<file path="config.mk">
export PLATFORM = sky130hd
export DESIGN_NAME = commwd_supervisor
export DESIGN_NICKNAME = d
export VERILOG_FILES = /design/src/rtl/commwd_pkg.sv /design/src/rtl/commwd_dp.sv /design/src/rtl/commwd_ctrl.sv /design/src/rtl/commwd_supervisor.sv
export SDC_FILE = /design/constraint.sdc
export NUM_CORES = 1
export LEC_CHECK = 0
export ABC_CLOCK_PERIOD_IN_PS = 2800
export BUFFER_PORTS_ARGS = -buffer_cell sky130_fd_sc_hd__buf_4
export CORE_ASPECT_RATIO = 1.25
export CORE_MARGIN = 2
export CORE_UTILIZATION = 25
export DETAILED_ROUTE_END_ITERATION = 10
export SLEW_MARGIN = 15
export SYNTH_ARGS = -nofsm -noshare
export SYNTH_HDL_FRONTEND = slang
export SYNTH_HIERARCHICAL = 1
export SYNTH_SLANG_ARGS = --single-unit
</file>
<file path="constraint.sdc">
create_clock -name clk -period 2.8 [get_ports clk]
set_input_delay 0.28 -clock clk [delete_from_list [all_inputs] [get_ports clk]]
set_output_delay 0.28 -clock clk [all_outputs]
set_load 0.01 [all_outputs]
</file>
<file path="src/rtl/commwd_pkg.sv">
`timescale 1ns/1ps
package commwd_pkg;
  // Control to datapath: one-cycle strobes and run levels
  typedef struct packed {
    logic wdogRestart;
    logic wdogRun;
    logic lowRun;
    logic pulseStart;
  } dpCmd_t;

  // Datapath to control: timer events and levels
  typedef struct packed {
    logic wdogExpired;
    logic lowHit;
    logic blinkPhase;
    logic pulseActive;
  } dpStat_t;
endpackage

</file>
<file path="src/rtl/commwd_dp.sv">
`timescale 1ns/1ps
module commwd_dp
  import commwd_pkg::*;
#(
  parameter int WDOG_CYCLES       = 15_000_000,
  parameter int LONG_LOW_CYCLES   = 16_000_000,
  parameter int STROBE_CYCLES     = 1_200,
  parameter int BLINK_HALF_CYCLES = 40_000_000
) (
  input  logic    clk,
  input  logic    pwr5Good,
  input  logic    hardRst,
  input  dpCmd_t  cmd,
  output dpStat_t stat
);
  localparam int WDOG_W  = $clog2(WDOG_CYCLES + 1);
  localparam int LOW_W   = $clog2(LONG_LOW_CYCLES + 1);
  localparam int PULSE_W = $clog2(STROBE_CYCLES + 1);
  localparam int BLINK_W = $clog2(BLINK_HALF_CYCLES + 1);
  localparam logic [WDOG_W-1:0]  WDOG_LAST  = WDOG_W'(WDOG_CYCLES - 1);
  localparam logic [LOW_W-1:0]   LOW_LAST   = LOW_W'(LONG_LOW_CYCLES - 1);
  localparam logic [LOW_W-1:0]   LOW_SAT    = LOW_W'(LONG_LOW_CYCLES);
  localparam logic [PULSE_W-1:0] PULSE_LEN  = PULSE_W'(STROBE_CYCLES);
  localparam logic [BLINK_W-1:0] BLINK_LAST = BLINK_W'(BLINK_HALF_CYCLES - 1);

  logic [WDOG_W-1:0]  wdogCnt;
  logic [LOW_W-1:0]   lowCnt;
  logic [PULSE_W-1:0] pulseCnt;
  logic [BLINK_W-1:0] blinkCnt;
  logic               blinkPhase;

  // Watchdog window counter: restarted by any strobe edge, holds when idle
  always_ff @(posedge clk or negedge pwr5Good) begin
    if (!pwr5Good)            wdogCnt <= '0;
    else if (hardRst)         wdogCnt <= '0;
    else if (cmd.wdogRestart) wdogCnt <= '0;
    else if (cmd.wdogRun && wdogCnt != WDOG_LAST) wdogCnt <= wdogCnt + 1'b1;
  end

  // Long-low counter on the externally held data strobe, saturating
  always_ff @(posedge clk or negedge pwr5Good) begin
    if (!pwr5Good)            lowCnt <= '0;
    else if (hardRst)         lowCnt <= '0;
    else if (!cmd.lowRun)     lowCnt <= '0;
    else if (lowCnt != LOW_SAT) lowCnt <= lowCnt + 1'b1;
  end

  // Strobe pulse length counter
  always_ff @(posedge clk or negedge pwr5Good) begin
    if (!pwr5Good)           pulseCnt <= '0;
    else if (hardRst)        pulseCnt <= '0;
    else if (cmd.pulseStart) pulseCnt <= PULSE_LEN;
    else if (pulseCnt != '0) pulseCnt <= pulseCnt - 1'b1;
  end

  // Free-running blink timer, untouched by soft reset
  always_ff @(posedge clk or negedge pwr5Good) begin
    if (!pwr5Good) begin
      blinkCnt   <= '0;
      blinkPhase <= 1'b0;
    end else if (hardRst) begin
      blinkCnt   <= '0;
      blinkPhase <= 1'b0;
    end else if (blinkCnt == BLINK_LAST) begin
      blinkCnt   <= '0;
      blinkPhase <= ~blinkPhase;
    end else begin
      blinkCnt   <= blinkCnt + 1'b1;
    end
  end

  always_comb begin
    stat.wdogExpired = cmd.wdogRun && !cmd.wdogRestart && (wdogCnt == WDOG_LAST);
    stat.lowHit      = cmd.lowRun && (lowCnt == LOW_LAST);
    stat.blinkPhase  = blinkPhase;
    stat.pulseActive = (pulseCnt != '0);
  end
endmodule

</file>
<file path="src/rtl/commwd_ctrl.sv">
`timescale 1ns/1ps
module commwd_ctrl
  import commwd_pkg::*;
(
  input  logic    clk,
  input  logic    pwr5Good,
  input  logic    pwr24Good,
  input  logic    dStrobeIn,
  input  logic    pStrobeIn,
  input  logic    cmdResetSlave,
  input  logic    cmdResetBcast,
  input  logic    wdogDisable,
  input  logic    periphFaultN,
  input  logic    addrZero,
  input  logic    railOverload,
  input  dpStat_t stat,
  output dpCmd_t  cmd,
  output logic    hardRst,
  output logic    softRst,
  output logic    portsOff,
  output logic    strobeDrv,
  output logic    greenOn,
  output logic    redOn
);
  logic       running;
  logic [1:0] pinNow;
  logic [1:0] pinPrev;
  logic [1:0] fallSeen;
  logic       anyEdge;
  logic       softSrc;
  logic       armed;
  logic       tripped;
  logic       extHeld;

  // Hard reset: 5 V flag low clears at once, release needs both flags
  always_ff @(posedge clk or negedge pwr5Good) begin
    if (!pwr5Good)      running <= 1'b0;
    else if (pwr24Good) running <= 1'b1;
  end
  assign hardRst = !running;

  assign strobeDrv = running && stat.pulseActive;
  assign pinNow    = {pStrobeIn, dStrobeIn};
  // Own strobe pulses are not counted as traffic
  assign fallSeen  = pinPrev & ~pinNow & {2{~strobeDrv}};
  assign anyEdge   = |fallSeen;
  assign softSrc   = cmdResetSlave | cmdResetBcast | stat.wdogExpired | stat.lowHit;

  always_comb begin
    cmd.wdogRestart = anyEdge;
    cmd.wdogRun     = armed && !wdogDisable;
    cmd.lowRun      = running && !dStrobeIn && !strobeDrv;
    cmd.pulseStart  = running && softSrc;
  end

  always_ff @(posedge clk or negedge pwr5Good) begin
    if (!pwr5Good) begin
      pinPrev <= 2'b11;
      armed   <= 1'b0;
      tripped <= 1'b0;
      extHeld <= 1'b0;
      softRst <= 1'b0;
    end else if (hardRst) begin
      pinPrev <= 2'b11;
      armed   <= 1'b0;
      tripped <= 1'b0;
      extHeld <= 1'b0;
      softRst <= 1'b0;
    end else begin
      pinPrev <= pinNow;
      softRst <= softSrc;
      if (anyEdge)               armed <= 1'b1;
      else if (stat.wdogExpired) armed <= 1'b0;
      if (anyEdge)               tripped <= 1'b0;
      else if (stat.wdogExpired) tripped <= 1'b1;
      if (stat.lowHit)           extHeld <= 1'b1;
      else if (dStrobeIn)        extHeld <= 1'b0;
    end
  end

  assign portsOff = hardRst | softRst;

  // Indicator priority table
  always_comb begin
    if (hardRst) begin
      greenOn = 1'b0;
      redOn   = 1'b0;
    end else if (extHeld || railOverload) begin
      greenOn = 1'b0;
      redOn   = stat.blinkPhase;
    end else if (!periphFaultN) begin
      greenOn = stat.blinkPhase;
      redOn   = !stat.blinkPhase;
    end else if (addrZero) begin
      greenOn = stat.blinkPhase;
      redOn   = 1'b1;
    end else if (tripped) begin
      greenOn = 1'b0;
      redOn   = 1'b1;
    end else begin
      greenOn = 1'b1;
      redOn   = 1'b0;
    end
  end
endmodule

</file>
<file path="src/rtl/commwd_supervisor.sv">
`timescale 1ns/1ps
module commwd_supervisor
  import commwd_pkg::*;
#(
  parameter int WDOG_CYCLES       = 15_000_000,
  parameter int LONG_LOW_CYCLES   = 16_000_000,
  parameter int STROBE_CYCLES     = 1_200,
  parameter int BLINK_HALF_CYCLES = 40_000_000
) (
  input  logic clk,
  input  logic pwr5Good,
  input  logic pwr24Good,
  input  logic dStrobeIn,
  input  logic pStrobeIn,
  input  logic cmdResetSlave,
  input  logic cmdResetBcast,
  input  logic wdogDisable,
  input  logic periphFaultN,
  input  logic addrZero,
  input  logic railOverload,
  output logic hardRst,
  output logic softRst,
  output logic portsOff,
  output logic dStrobeDrv,
  output logic pStrobeDrv,
  output logic greenOn,
  output logic redOn
);
  dpCmd_t  dpCmd;
  dpStat_t dpStat;
  logic    strobeDrv;

  commwd_ctrl u_ctrl (
    .clk(clk), .pwr5Good(pwr5Good), .pwr24Good(pwr24Good),
    .dStrobeIn(dStrobeIn), .pStrobeIn(pStrobeIn),
    .cmdResetSlave(cmdResetSlave), .cmdResetBcast(cmdResetBcast),
    .wdogDisable(wdogDisable), .periphFaultN(periphFaultN),
    .addrZero(addrZero), .railOverload(railOverload),
    .stat(dpStat), .cmd(dpCmd), .hardRst(hardRst), .softRst(softRst),
    .portsOff(portsOff), .strobeDrv(strobeDrv),
    .greenOn(greenOn), .redOn(redOn)
  );

  commwd_dp #(
    .WDOG_CYCLES(WDOG_CYCLES), .LONG_LOW_CYCLES(LONG_LOW_CYCLES),
    .STROBE_CYCLES(STROBE_CYCLES), .BLINK_HALF_CYCLES(BLINK_HALF_CYCLES)
  ) u_dp (
    .clk(clk), .pwr5Good(pwr5Good), .hardRst(hardRst),
    .cmd(dpCmd), .stat(dpStat)
  );

  assign dStrobeDrv = strobeDrv;
  assign pStrobeDrv = strobeDrv;
endmodule

</file>
==> impl_summary.txt, run 1 <==
----------------------------------------------------
[Routing]
  Ratio of routed vias to standard cells ... 4.54
  Routed via count ... between 3000 and 4000
  Detail-routed net length per standard cell ... around 13 µm
  Antenna-violating nets left ... 0
  Wire length reported by the detailed router ... about 11000 µm
  Number of iterations in the first detailed-routing pass ... 4
  Number of remaining DRC errors ... 0
  DR iter-0 viols ... roughly 290

[Timing]
  Setup violations, final ... 0
  Smallest hold slack ... 122 ps
  Post-Route Setup TNS ... 0 ps
  Unrepaired setup endpoints after global routing ... false
  Final max-slew violation count ... 0
  Relative slew margins ... slightly below 50%
  Min Tclk post-route ... roughly 2600 ps
  Transition time of the tightest slew-check pin ... between 700 and 800 ps
  Worst Skew ... 4.74 ps
  Max Fclk ... approximately 380 MHz
  Least setup slack across all paths after layout ... approximately 160 ps
  Count of endpoints failing hold in the final timing report ... 0
  Crit share post-route ... 94.4%

[Global routing]
  GR Overflow Total ... 0
  First-pass GRT wire length ... around 18000 µm
  Number of antenna violations at the first check in global routing ... 0
  Pin count of the biggest net entering global routing ... 51
  Via count of the first global-routing pass ... about 3700
  All-layer global routing usage ... between 10% and 20%

[Cells and area]
  Most used cells in the layout excluding fill and tap cells ... 91 x dfrtp_1, 83 x nor2_1, 43 x xor2_1, 38 x nand3_1, 32 x nand2_1
  Antenna fix cells ... 0
  Post-layout nets ... between 500 and 600
  Layout Area Growth over Synthesis ... 17.0%
  Post-route cell area ... roughly 0.0057 mm²
  Most frequent standard cell in the layout excluding fill and tap cells ... dfrtp_1
  Proportion of layout cells with a drive suffix above 1 ... between 15 and 20%

[Clocking]
  Clock sink count ... 93
  Clock tree root buffer cell ... clkbuf_16
  Clock latency of the later-clocked register in the worst-skew pair ... between 300 and 400 ps
  CTS tree ... done
  Maximum buffer depth of the clock tree ... 2
  Number of H-tree levels ... 3
  Clock transition at the register clock pins on the worst setup and hold paths after CTS ... around 60 ps
  Clock buffer count from CTS ... 9

[Logic synthesis]
  Biggest area consumer among synthesized cells ... dfrtp_1
  Top area cells in the synthesized netlist ... dfrtp_1 46%, xor2_1 7.7%, nor2_1 6.3%, nand3_1 3.9%, xnor2_1 3.4%
  Net count after synthesis ... ~530
  Post-synthesis cell count ... around 520
  Post-Syn Area ... approximately 0.0049 mm²
  Unique cell type count in the Yosys netlist ... 53
  Count of warnings emitted by yosys ... 6
  Register bit total from synthesis ... 93
  Sequential area share after synthesis ... a little under half
  Syn_area_per_cell ... around 9.5 µm²
  Fraction of synthesis flops using an asynchronous set or reset pin ... between 90% and 100%
  Number of enable flip-flop cells after synthesis ... 0
  Portion of synthesized cell area occupied by the leading cell type ... 46.3%
  Predominant post-synthesis flop cell ... dfrtp_1

[Floorplanning]
  Num ports ... 18
  Overall die width ... roughly 130 µm
  Standard cell core area ... approximately 0.019 mm²
  Vertical extent of the die ... approximately 160 µm
  Initial core utilization ... between 20 and 30%
  Die area ... between 0.02 and 0.025 mm²
  Total number of placement rows ... 57

[Setup path]
  Critical path fanouts, max ... 4
  Largest stage delay, worst path ... ~420 ps
  Data arrival time at the worst-slack endpoint ... 2880 ps
  Critical path launch point ... u_dp/pulseCnt[0]
  Nature of the critical path startpoint ... register
  Worst path bufs/invs ... 2
  Crit. End Element ... register
  Dominant delay contributor by cell family on the critical path ... simple AND/OR/NAND/NOR gates
  Endpoint of the lowest-slack register-to-register path ... u_dp/lowCnt[0]
  Worst reg2reg startpoint ... u_dp/pulseCnt[0]
  Worst setup path category ... reg2reg
  Setup slack, reg-to-reg ... approximately 160 ps
  List of cells traversed by the critical path ... inv_1, ha_1, nor4b_4, nand4b_1, buf_4, nor2_1, nand2b_1, nor4_1, and4_2, mux2_2
  Endpoint required time on the critical path ... 3030 ps
  Worst reg2reg path depth ... 10
  Worst path slowest cell ... dfrtp_1

[Placed design]
  Place WS ... 63.9 ps
  Final weighted congestion in routability-driven placement ... roughly 0.77
  Post-DP Area ... roughly 0.0054 mm²
  Number of port buffers ... 17
  Placed wire-length estimate ... between 7000 and 8000 µm

[Hold path]
  HP Start ... pwr24Good
  Cell count of the worst hold path ... 2
  Min-Delay Endpoint ... u_ctrl/running
  Hold/Removal Path Class ... in2reg

[Power and ir drop]
  Comb power frac ... approximately 9%
  Switching part of the total power ... a little under a quarter
  Total power density per cell area ... between 500 and 600 mW/mm²
  Leakage ... between 2 and 2.5 nW
  Fraction of power consumed by sequential logic ... between 40% and 50%
  VDD IR max ... approximately 0.3 mV
  Internal power summed over all cells ... around 2.4 mW
  Power dissipated by switching net loads ... approximately 760 µW
  Share of power burned in the clock network ... between 40% and 50%

[Flow run]
  Maximum capacitance violations ... 0

[Outcome]
  Status ... complete, no violations

----------------------------------------------------
==> layout make-up <==
type / count / area [µm²]
Clock inverter: 5 / 100
Tap cell: 265 / 332
Inverter: 14 / 52.6
Clock buffer: 10 / 229
Sequential cell: 93 / 2330
Timing Repair Buffer: 33 / 263
Fill cell: 2010 / 13600
Multi-Input combinational cell: 392 / 2440
==> flip-flops by register name, summed over array words and instances, names as in the netlist <==
name,count
u_dp/blinkCnt,26
u_dp/lowCnt,24
u_dp/wdogCnt,24
u_dp/pulseCnt,11
u_ctrl/pinPrev,2
u_ctrl/armed,1
u_ctrl/extHeld,1
u_ctrl/running,1
u_ctrl/softRst,1
u_ctrl/tripped,1
u_dp/blinkPhase,1
==> metrics by stage <==
| stage | power, mW | std cells | util (%) |
|---|---|---|---|
| after floorplan | 1.74 | 517 | - |
| after global placement | 1.85 | 795 | 27.9 |
| after detailed placement | 1.85 | 795 | 27.9 |
| after CTS | 3.24 | 811 | 29.6 |
| after global routing | 3.36 | 812 | 29.7 |
| final | 3.19 | 812 | 29.7 |
==> power by group through the flow <==
stage	sequential (mW)	clock (mW)	combinational, mW
4_1_cts	1.54	1.41	0.293
2_1_floorplan	1.54	0	0.206
5_1_grt	1.56	1.47	0.337
3_5_place_dp	1.56	0	0.292
3_3_place_gp	1.56	0	0.286
6_report	1.54	1.36	0.289
==> routing by layer <==
layer  vias to the layer above  global-route usage (%)  routed length [µm]
li1                       1847                       -                   -
met1                      1782                    14.6                4910
met2                        51                    16.7                4920
met3                        10                    2.33                 523
met4                         0                    5.63                 175
met5                         -                       0                   0
==> kinds of logic (layout without fill, tap and decap cells) <==
| logic type | Yosys count | count (layout) | synth area share [%] |
|---|---|---|---|
| AOI/OAI and AO/OA | 50 | 50 | 6.92 |
| xor gates and xnor gates | 62 | 62 | 11.0 |
| adders and majority gates | 5 | 5 | 1.27 |
| buffers and inverters | 32 | 62 | 3.41 |
| DFF | 93 | 93 | 47.4 |
| muxes | 1 | 1 | 0.229 |
| and+or+nand+nor | 274 | 274 | 29.7 |
==> synthesized netlist by cell type, drive strengths merged (14+ instances only) <==
library cell	instances
a21oi	23
nand3	38
nor2	86
dfrtp	91
nor3	16
nand2	32
nand4	23
and3	17
o21ai	16
inv	14
xnor2	19
xor2	43
==> worst max-delay path by stage <==
stage,depth (start not counted),endpoint,slack [ps]
finish,10,u_dp/lowCnt[0],160
global route,10,u_dp/lowCnt[0],7
CTS,11,u_dp/pulseCnt[1],20
detailed placement,11,u_dp/pulseCnt[1],60
global placement,11,u_dp/pulseCnt[1],190
floorplan,14,u_dp/pulseCnt[1],10
==> worst reg2reg max path, delay by kind of cell, from the launching register on <==
kind / cells / cell delay [ps]
buf+inv: 2 / 270
simple gates: 6 / 1320
fa+ha+maj: 1 / 210
flops: 1 / 420
mux: 1 / 330
==> timing repair <==
| item | in CTS | in global routing |
|---|---|---|
| setup buffers | 0 | 1 |
| endpoints found under the hold margin | 42 | 0 |
| endpoints found under the setup margin | 0 | 12 |
| hold buffers | 1 | 0 |
| resized for setup | 0 | 4 |
(Power assumes the default switching activity.)
==> inputs of run 2 (changes only) <==
Settings changed: ABC_CLOCK_PERIOD_IN_PS 2800 to 2700, PLACE_DENSITY_LB_ADDON set to 0.3, REMOVE_ABC_BUFFERS set to 1.
Clock period 2.8 ns to 2.7 ns, I/O delays scaled along.
==> run 2 against run 1 <==
Net effect:
- die area is the same
- fmax grew 7.7%
- total power grew 6.5%
- worst setup slack gained 88 ps
- core utilization grew 0.19 points
- global-route usage grew 0.31 points
- sequential share of layout area shrank 0.26 points
- sequential power grew 4%
- flip-flop and latch count is the same
- critical path type unchanged
- largest cell class unchanged
- highest routed layer unchanged
==> impl_summary.txt, run 2 (synthesized netlist as in run 1, its figures left out) <==
----------------------------------------------------
[Outcome]
  Status ... complete, no violations

[Routing]
  Number of iterations in the first detailed-routing pass ... 6
  Detail-routed net length per standard cell ... between 10 and 15 µm
  Wire length reported by the detailed router ... approximately 11000 µm
  Routed via count ... roughly 3700
  Number of remaining DRC errors ... 0
  Antenna-violating nets left ... 0
  Ratio of routed vias to standard cells ... around 4.6
  DR iter-0 viols ... about 260

[Floorplanning]
  Num ports ... 18
  Initial core utilization ... 25.4%
  Die area ... roughly 0.021 mm²
  Overall die width ... around 130 µm
  Total number of placement rows ... 57
  Standard cell core area ... approximately 0.019 mm²
  Vertical extent of the die ... between 150 and 200 µm

[Clocking]
  Clock latency of the later-clocked register in the worst-skew pair ... roughly 350 ps
  CTS tree ... done
  Number of H-tree levels ... 3
  Clock sink count ... 93
  Maximum buffer depth of the clock tree ... 2
  Number of post-CTS setup repair buffers ... 0
  Clock transition at the register clock pins on the worst setup and hold paths after CTS ... about 70 ps
  Clock buffer count from CTS ... 9
  Clock tree root buffer cell ... clkbuf_16

[Cells and area]
  Post-layout nets ... between 500 and 600
  Antenna fix cells ... 0
  Proportion of layout cells with a drive suffix above 1 ... 15.7%
  Register with the most flip-flops ... u_dp/blinkCnt
  Most used cells in the layout excluding fill and tap cells ... 91 x dfrtp_1, 83 x nor2_1, 43 x xor2_1, 38 x nand3_1, 32 x nand2_1
  Post-route non-filler standard cell count ... slightly above 800
  Flip-flop count of the largest register after layout ... 26
  Largest registers in the final layout ... u_dp/blinkCnt x26, u_dp/lowCnt x24, u_dp/wdogCnt x24
  Layout Area Growth over Synthesis ... 17.7%
  Most frequent standard cell in the layout excluding fill and tap cells ... dfrtp_1
  # fillers ... around 2000

[Flow run]
  Maximum capacitance violations ... 0

[Setup path]
  Worst setup path category ... reg2reg
  Worst reg2reg startpoint ... u_dp/pulseCnt[1]
  Endpoint of the lowest-slack register-to-register path ... u_dp/lowCnt[0]
  Critical path fanouts, max ... 4
  Setup slack, reg-to-reg ... ~250 ps
  Worst path slowest cell ... dfrtp_1
  Data arrival time at the worst-slack endpoint ... about 2700 ps
  Worst setup path endpoint ... u_dp/lowCnt[0]
  Endpoint required time on the critical path ... 2930 ps
  Crit. End Element ... register
  Critical path launch point ... u_dp/pulseCnt[1]
  Worst reg2reg path depth ... 10
  Nature of the critical path startpoint ... register
  Largest stage delay, worst path ... about 420 ps
  List of cells traversed by the critical path ... inv_1, ha_1, nor4b_4, nand4b_1, buf_4, nor2_1, nand2b_1, nor4_1, and4_1, mux2_2

[Global routing]
  Via count of the first global-routing pass ... 3898
  GR Overflow Total ... 0
  Number of antenna violations at the first check in global routing ... 0
  Pin count of the biggest net entering global routing ... 54
  All-layer global routing usage ... a little under an eighth
  First-pass GRT wire length ... about 19000 µm

[Placed design]
  Placed wire-length estimate ... roughly 7700 µm
  Inst Count DP ... roughly 800
  Number of port buffers ... 17
  Final weighted congestion in routability-driven placement ... just under 0.8
  Place WS ... -58.1 ps

[Hold path]
  Hold/Removal Path Class ... in2reg
  HP Start ... pwr24Good

[Timing]
  Count of endpoints failing hold in the final timing report ... 0
  Max Fclk ... between 400 and 500 MHz
  Setup violations, final ... 0
  Transition time of the tightest slew-check pin ... 804 ps
  Unrepaired setup endpoints after global routing ... false
  Relative slew margins ... 46.0%
  Min Tclk post-route ... about 2500 ps
  Crit share post-route ... about nine tenths
  Worst Skew ... between 10 and 15 ps
  Smallest hold slack ... approximately 120 ps
  Least setup slack across all paths after layout ... around 250 ps
  Final max-slew violation count ... 0

[Power and ir drop]
  VDD IR max ... 0.366 mV
  Leakage ... between 2 and 2.5 nW
  Total power density per cell area ... between 500 and 600 mW/mm²

----------------------------------------------------
==> run 2: changes by cell type in the layout (fill, tap and decap cells not counted), sizes merged <==
cell,previous run,this run
inv,14,15
buf,32,33
==> run 2: critical path: cells and delay by family (launching register included) <==
family                     cells  cell delay (ps)
buffers and inverters          2              250
adders and majority gates      1              180
and+or+nand+nor                6             1140
DFF                            1              420
muxes                          1              340
==> run 2: worst min-delay path by stage <==
stage                             endpoint  slack [ps]  cells after the start
after floorplan               u_ctrl/armed         -30                      0
after global routing        u_ctrl/running         110                      2
after global placement    u_dp/pulseCnt[0]         300                      1
after CTS                   u_ctrl/running         100                      2
after detailed placement  u_dp/pulseCnt[2]         310                      1
final                       u_ctrl/running         120                      2
==> run 2: area by class of cell <==
class / count / area [µm²] / area share (%)
well taps: 265 / 332 / 5.73
repair buffers: 34 / 283 / 4.89
inverters: 14 / 52.6 / 0.908
multi-input cells: 392 / 2440 / 42.2
clock inverters: 6 / 109 / 1.88
flip-flops and latches: 93 / 2330 / 40.3
clock buffers: 10 / 239 / 4.13
==> run 2: repair_timing <==
| item | in CTS | in global routing |
|---|---|---|
| hold buffers | 1 | 0 |
| gates resized for setup | 1 | 3 |
| endpoints found under the setup margin | 1 | 12 |
| hold endpoints to repair | 39 | 0 |
| pin swaps | 0 | 1 |
==> run 2: per-layer routing <==
metal  routed length, µm  track usage (%)
met5                   0                0
met4                 224             5.29
met3                 281             1.93
met2                5230             18.5
met1                5080             14.4
==> run 2: report_power, final <==
part / internal (mW) / switching, mW / total, mW / leakage (nW)
combinational: 0.142 / 0.177 / 0.318 / 0.980
clock: 0.930 / 0.549 / 1.48 / 0.173
sequential: 1.49 / 0.110 / 1.60 / 1.24
total: 2.56 / 0.836 / 3.39 / 2.39
==> run 2: metrics by stage <==
stage	instance area [µm²]	setup TNS, ps	total power [mW]	utilization, %
after global routing	5790	0	3.56	29.9
after detailed placement	5400	-58.1	1.93	28.0
after floorplan	4800	-916	1.80	-
final	5790	0	3.39	29.9
after CTS	5770	0	3.45	29.8
after global placement	5400	0	1.92	28.0
==> inputs of run 3 (changes only) <==
--- a/config.mk
+++ b/config.mk
@@ -6,5 +6,5 @@
 export NUM_CORES = 1
 export LEC_CHECK = 0
-export ABC_CLOCK_PERIOD_IN_PS = 2700
+export ABC_CLOCK_PERIOD_IN_PS = 2200
 export BUFFER_PORTS_ARGS = -buffer_cell sky130_fd_sc_hd__buf_4
 export CORE_ASPECT_RATIO = 1.25
==> constraint.sdc (replaced) <==
create_clock -name clk -period 2.2 [get_ports clk]
set_input_delay 0.22 -clock clk [delete_from_list [all_inputs] [get_ports clk]]
set_output_delay 0.22 -clock clk [all_outputs]
set_load 0.005 [all_outputs]
==> run 3 against run 2 <==
Net effect:
- the run now ends with setup timing left
- via count grew 5.7%
- register-to-register slack worse by 320 ps
- clock power is essentially flat
- highest routed layer unchanged
- largest power group unchanged
- worst hold slack lost 47 ps
- sequential power is 22% higher
- wire length rose by 6.0%
- fmax rose by 8.0%
==> impl_summary.txt, run 3 (synthesized netlist as in run 1, its figures left out) <==
----------------------------------------------------
[Outcome]
  Status ... complete, but fails checks
  Violated checks ... setup timing

[Cells and area]
  Flip-flop count of the largest register after layout ... 26
  Post-route non-filler standard cell count ... 855
  Most used cells in the layout excluding fill and tap cells ... 91 x dfrtp_1, 80 x nor2_1, 66 x buf_4, 43 x xor2_1, 38 x nand3_1
  Layout Area Growth over Synthesis ... 25.0%
  # fillers ... about 2000
  Antenna fix cells ... 0
  Post-layout nets ... ~600
  Post-route cell area ... between 0.006 and 0.007 mm²
  Register with the most flip-flops ... u_dp/blinkCnt
  Proportion of layout cells with a drive suffix above 1 ... about a quarter
  Most frequent standard cell in the layout excluding fill and tap cells ... dfrtp_1
  Largest registers in the final layout ... u_dp/blinkCnt x26, u_dp/lowCnt x24, u_dp/wdogCnt x24

[Placed design]
  Post-DP Area ... 0.00567 mm²
  Final weighted congestion in routability-driven placement ... just over 0.8
  Number of port buffers ... 17
  Place WS ... -398 ps
  Placed wire-length estimate ... a little over 8000 µm
  Inst Count DP ... between 800 and 900

[Clocking]
  Clock sink count ... 93
  Number of H-tree levels ... 3
  Clock transition at the register clock pins on the worst setup and hold paths after CTS ... 70 ps
  Maximum buffer depth of the clock tree ... 2
  CTS tree ... done
  Clock tree root buffer cell ... clkbuf_16
  Clock latency of the later-clocked register in the worst-skew pair ... ~350 ps
  Clock buffer count from CTS ... 9

[Routing]
  Number of remaining DRC errors ... 0
  DR iter-0 viols ... 291
  Detail-routed net length per standard cell ... between 10 and 15 µm
  Routed via count ... 3945
  Number of iterations in the first detailed-routing pass ... 4
  Antenna-violating nets left ... 0
  Wire length reported by the detailed router ... between 10000 and 15000 µm
  Ratio of routed vias to standard cells ... roughly 4.6

[Setup path]
  Crit. End Element ... register
  Endpoint required time on the critical path ... ~2400 ps
  Critical path fanouts, max ... 4
  Data arrival time at the worst-slack endpoint ... between 2000 and 3000 ps
  Worst setup path category ... reg2reg
  Nature of the critical path startpoint ... register

[Timing]
  Unrepaired setup endpoints after global routing ... true
  Post-Route Setup TNS ... -502 ps
  Least setup slack across all paths after layout ... -73.9 ps
  Final max-slew violation count ... 0
  Smallest hold slack ... between 60 and 70 ps
  Count of endpoints failing hold in the final timing report ... 0
  Crit share post-route ... 103%
  Setup violations, final ... 10
  Min Tclk post-route ... roughly 2300 ps
  Worst Skew ... between 7 and 8 ps
  Transition time of the tightest slew-check pin ... between 500 and 600 ps
  Relative slew margins ... around 65%
  Max Fclk ... 440 MHz

[Flow run]
  Maximum capacitance violations ... 0

[Floorplanning]
  Overall die width ... 129 µm
  Die area ... 0.0208 mm²
  Total number of placement rows ... 57
  Initial core utilization ... 25.4%
  Num ports ... 18
  Standard cell core area ... ~0.019 mm²
  Vertical extent of the die ... around 160 µm

[Power and ir drop]
  Share of power burned in the clock network ... 38.5%
  Fraction of power consumed by sequential logic ... between 50 and 60%
  VDD IR max ... approximately 0.35 mV
  Total power density per cell area ... around 630 mW/mm²
  Comb power frac ... ~11%
  Power dissipated by switching net loads ... 1.07 mW
  Leakage ... 2.57 nW
  Internal power summed over all cells ... between 2 and 3 mW
  Switching part of the total power ... around 28%

[Global routing]
  First-pass GRT wire length ... between 15000 and 20000 µm
  GR Overflow Total ... 0
  Pin count of the biggest net entering global routing ... between 40 and 50
  Number of antenna violations at the first check in global routing ... 1
  Via count of the first global-routing pass ... around 4100
  All-layer global routing usage ... a little under an eighth

[Hold path]
  Hold/Removal Path Class ... in2reg

----------------------------------------------------
-- run 3: cell count changes in the layout (fill, tap and decap cells not counted), moves of 3 or more --
| cell | previous run | this run |
|---|---|---|
| buf_4 | 31 | 66 |
| buf_6 | 0 | 6 |
| a21oi_1 | 18 | 13 |
| a21oi_2 | 4 | 9 |
| bufinv_16 | 3 | 0 |
| clkinvlp_4 | 0 | 3 |
| nor2_1 | 83 | 80 |
-- run 3: power groups by stage --
stage | sequential [mW] | combinational [mW] | clock (mW)
2_1_floorplan | 1.96 | 0.255 | 0
3_3_place_gp | 1.97 | 0.407 | 0
3_5_place_dp | 1.97 | 0.419 | 0
4_1_cts | 1.95 | 0.428 | 1.55
5_1_grt | 1.97 | 0.496 | 1.63
6_report | 1.95 | 0.428 | 1.49
-- run 3: final timing paths --
| kind | startpoint | endpoint | slack [ps] | depth (start not counted) |
|---|---|---|---|---|
| worst max-delay path | u_dp/pulseCnt[0] | u_dp/pulseCnt[3] | -70 | 13 |
| worst min-delay path | pwr24Good | u_ctrl/running | 70 | 2 |
| worst max register to register | u_dp/pulseCnt[0] | u_dp/pulseCnt[3] | -70 | 13 |
| worst min register to register | u_dp/blinkCnt[0] | u_dp/blinkCnt[0] | 520 | 1 |
| max in group asynchronous | pwr5Good | u_dp/lowCnt[21] | 1180 | 3 |
| min in group asynchronous | pwr5Good | u_dp/wdogCnt[11] | 390 | 2 |
-- run 3: final cells by class --
class | instances | area, µm² | area share, %
clock buffer | 10 | 229 | 3.73
clock inverter | 6 | 48.8 | 0.794
inverter | 14 | 52.6 | 0.855
multi-input combinational | 392 | 2540 | 41.3
sequential | 93 | 2330 | 37.9
tap | 265 | 332 | 5.40
timing repair buffer | 75 | 613 | 9.98
-- run 3: worst max-delay path, stage by stage (launching register included) --
cell      delay (ps)
dfrtp_1          390
inv_1             60
ha_2             170
nor4b_4          210
nand4b_1         220
nor2_2           180
inv_1             60
nor4b_2          230
buf_4            160
nor4_4            40
nor2_2           110
or2_4            170
buf_6            120
nor2_1            40
-- run 3: routing by layer --
metal | routed length [µm] | vias up | global-route usage [%]
met4 | 227 | 0 | 5.14
met5 | 0 | - | 0
li1 | - | 1930 | -
met1 | 5100 | 1948 | 15.0
met2 | 5820 | 52 | 20.2
met3 | 307 | 15 | 1.93
-- run 3: timing repair --
item,4_1_cts,5_1_grt
hold buffers,1,0
setup endpoints to repair,18,16
hold endpoints to repair,34,0
setup buffers,3,4
gates resized for setup,15,18
pin swaps,12,6
-- run 3: stage by stage --
stage	power [mW]	util, %
3_3_place_gp	2.38	29.4
4_1_cts	3.92	31.3
5_1_grt	4.10	31.8
2_1_floorplan	2.21	-
6_report	3.86	31.8
3_5_place_dp	2.39	29.4
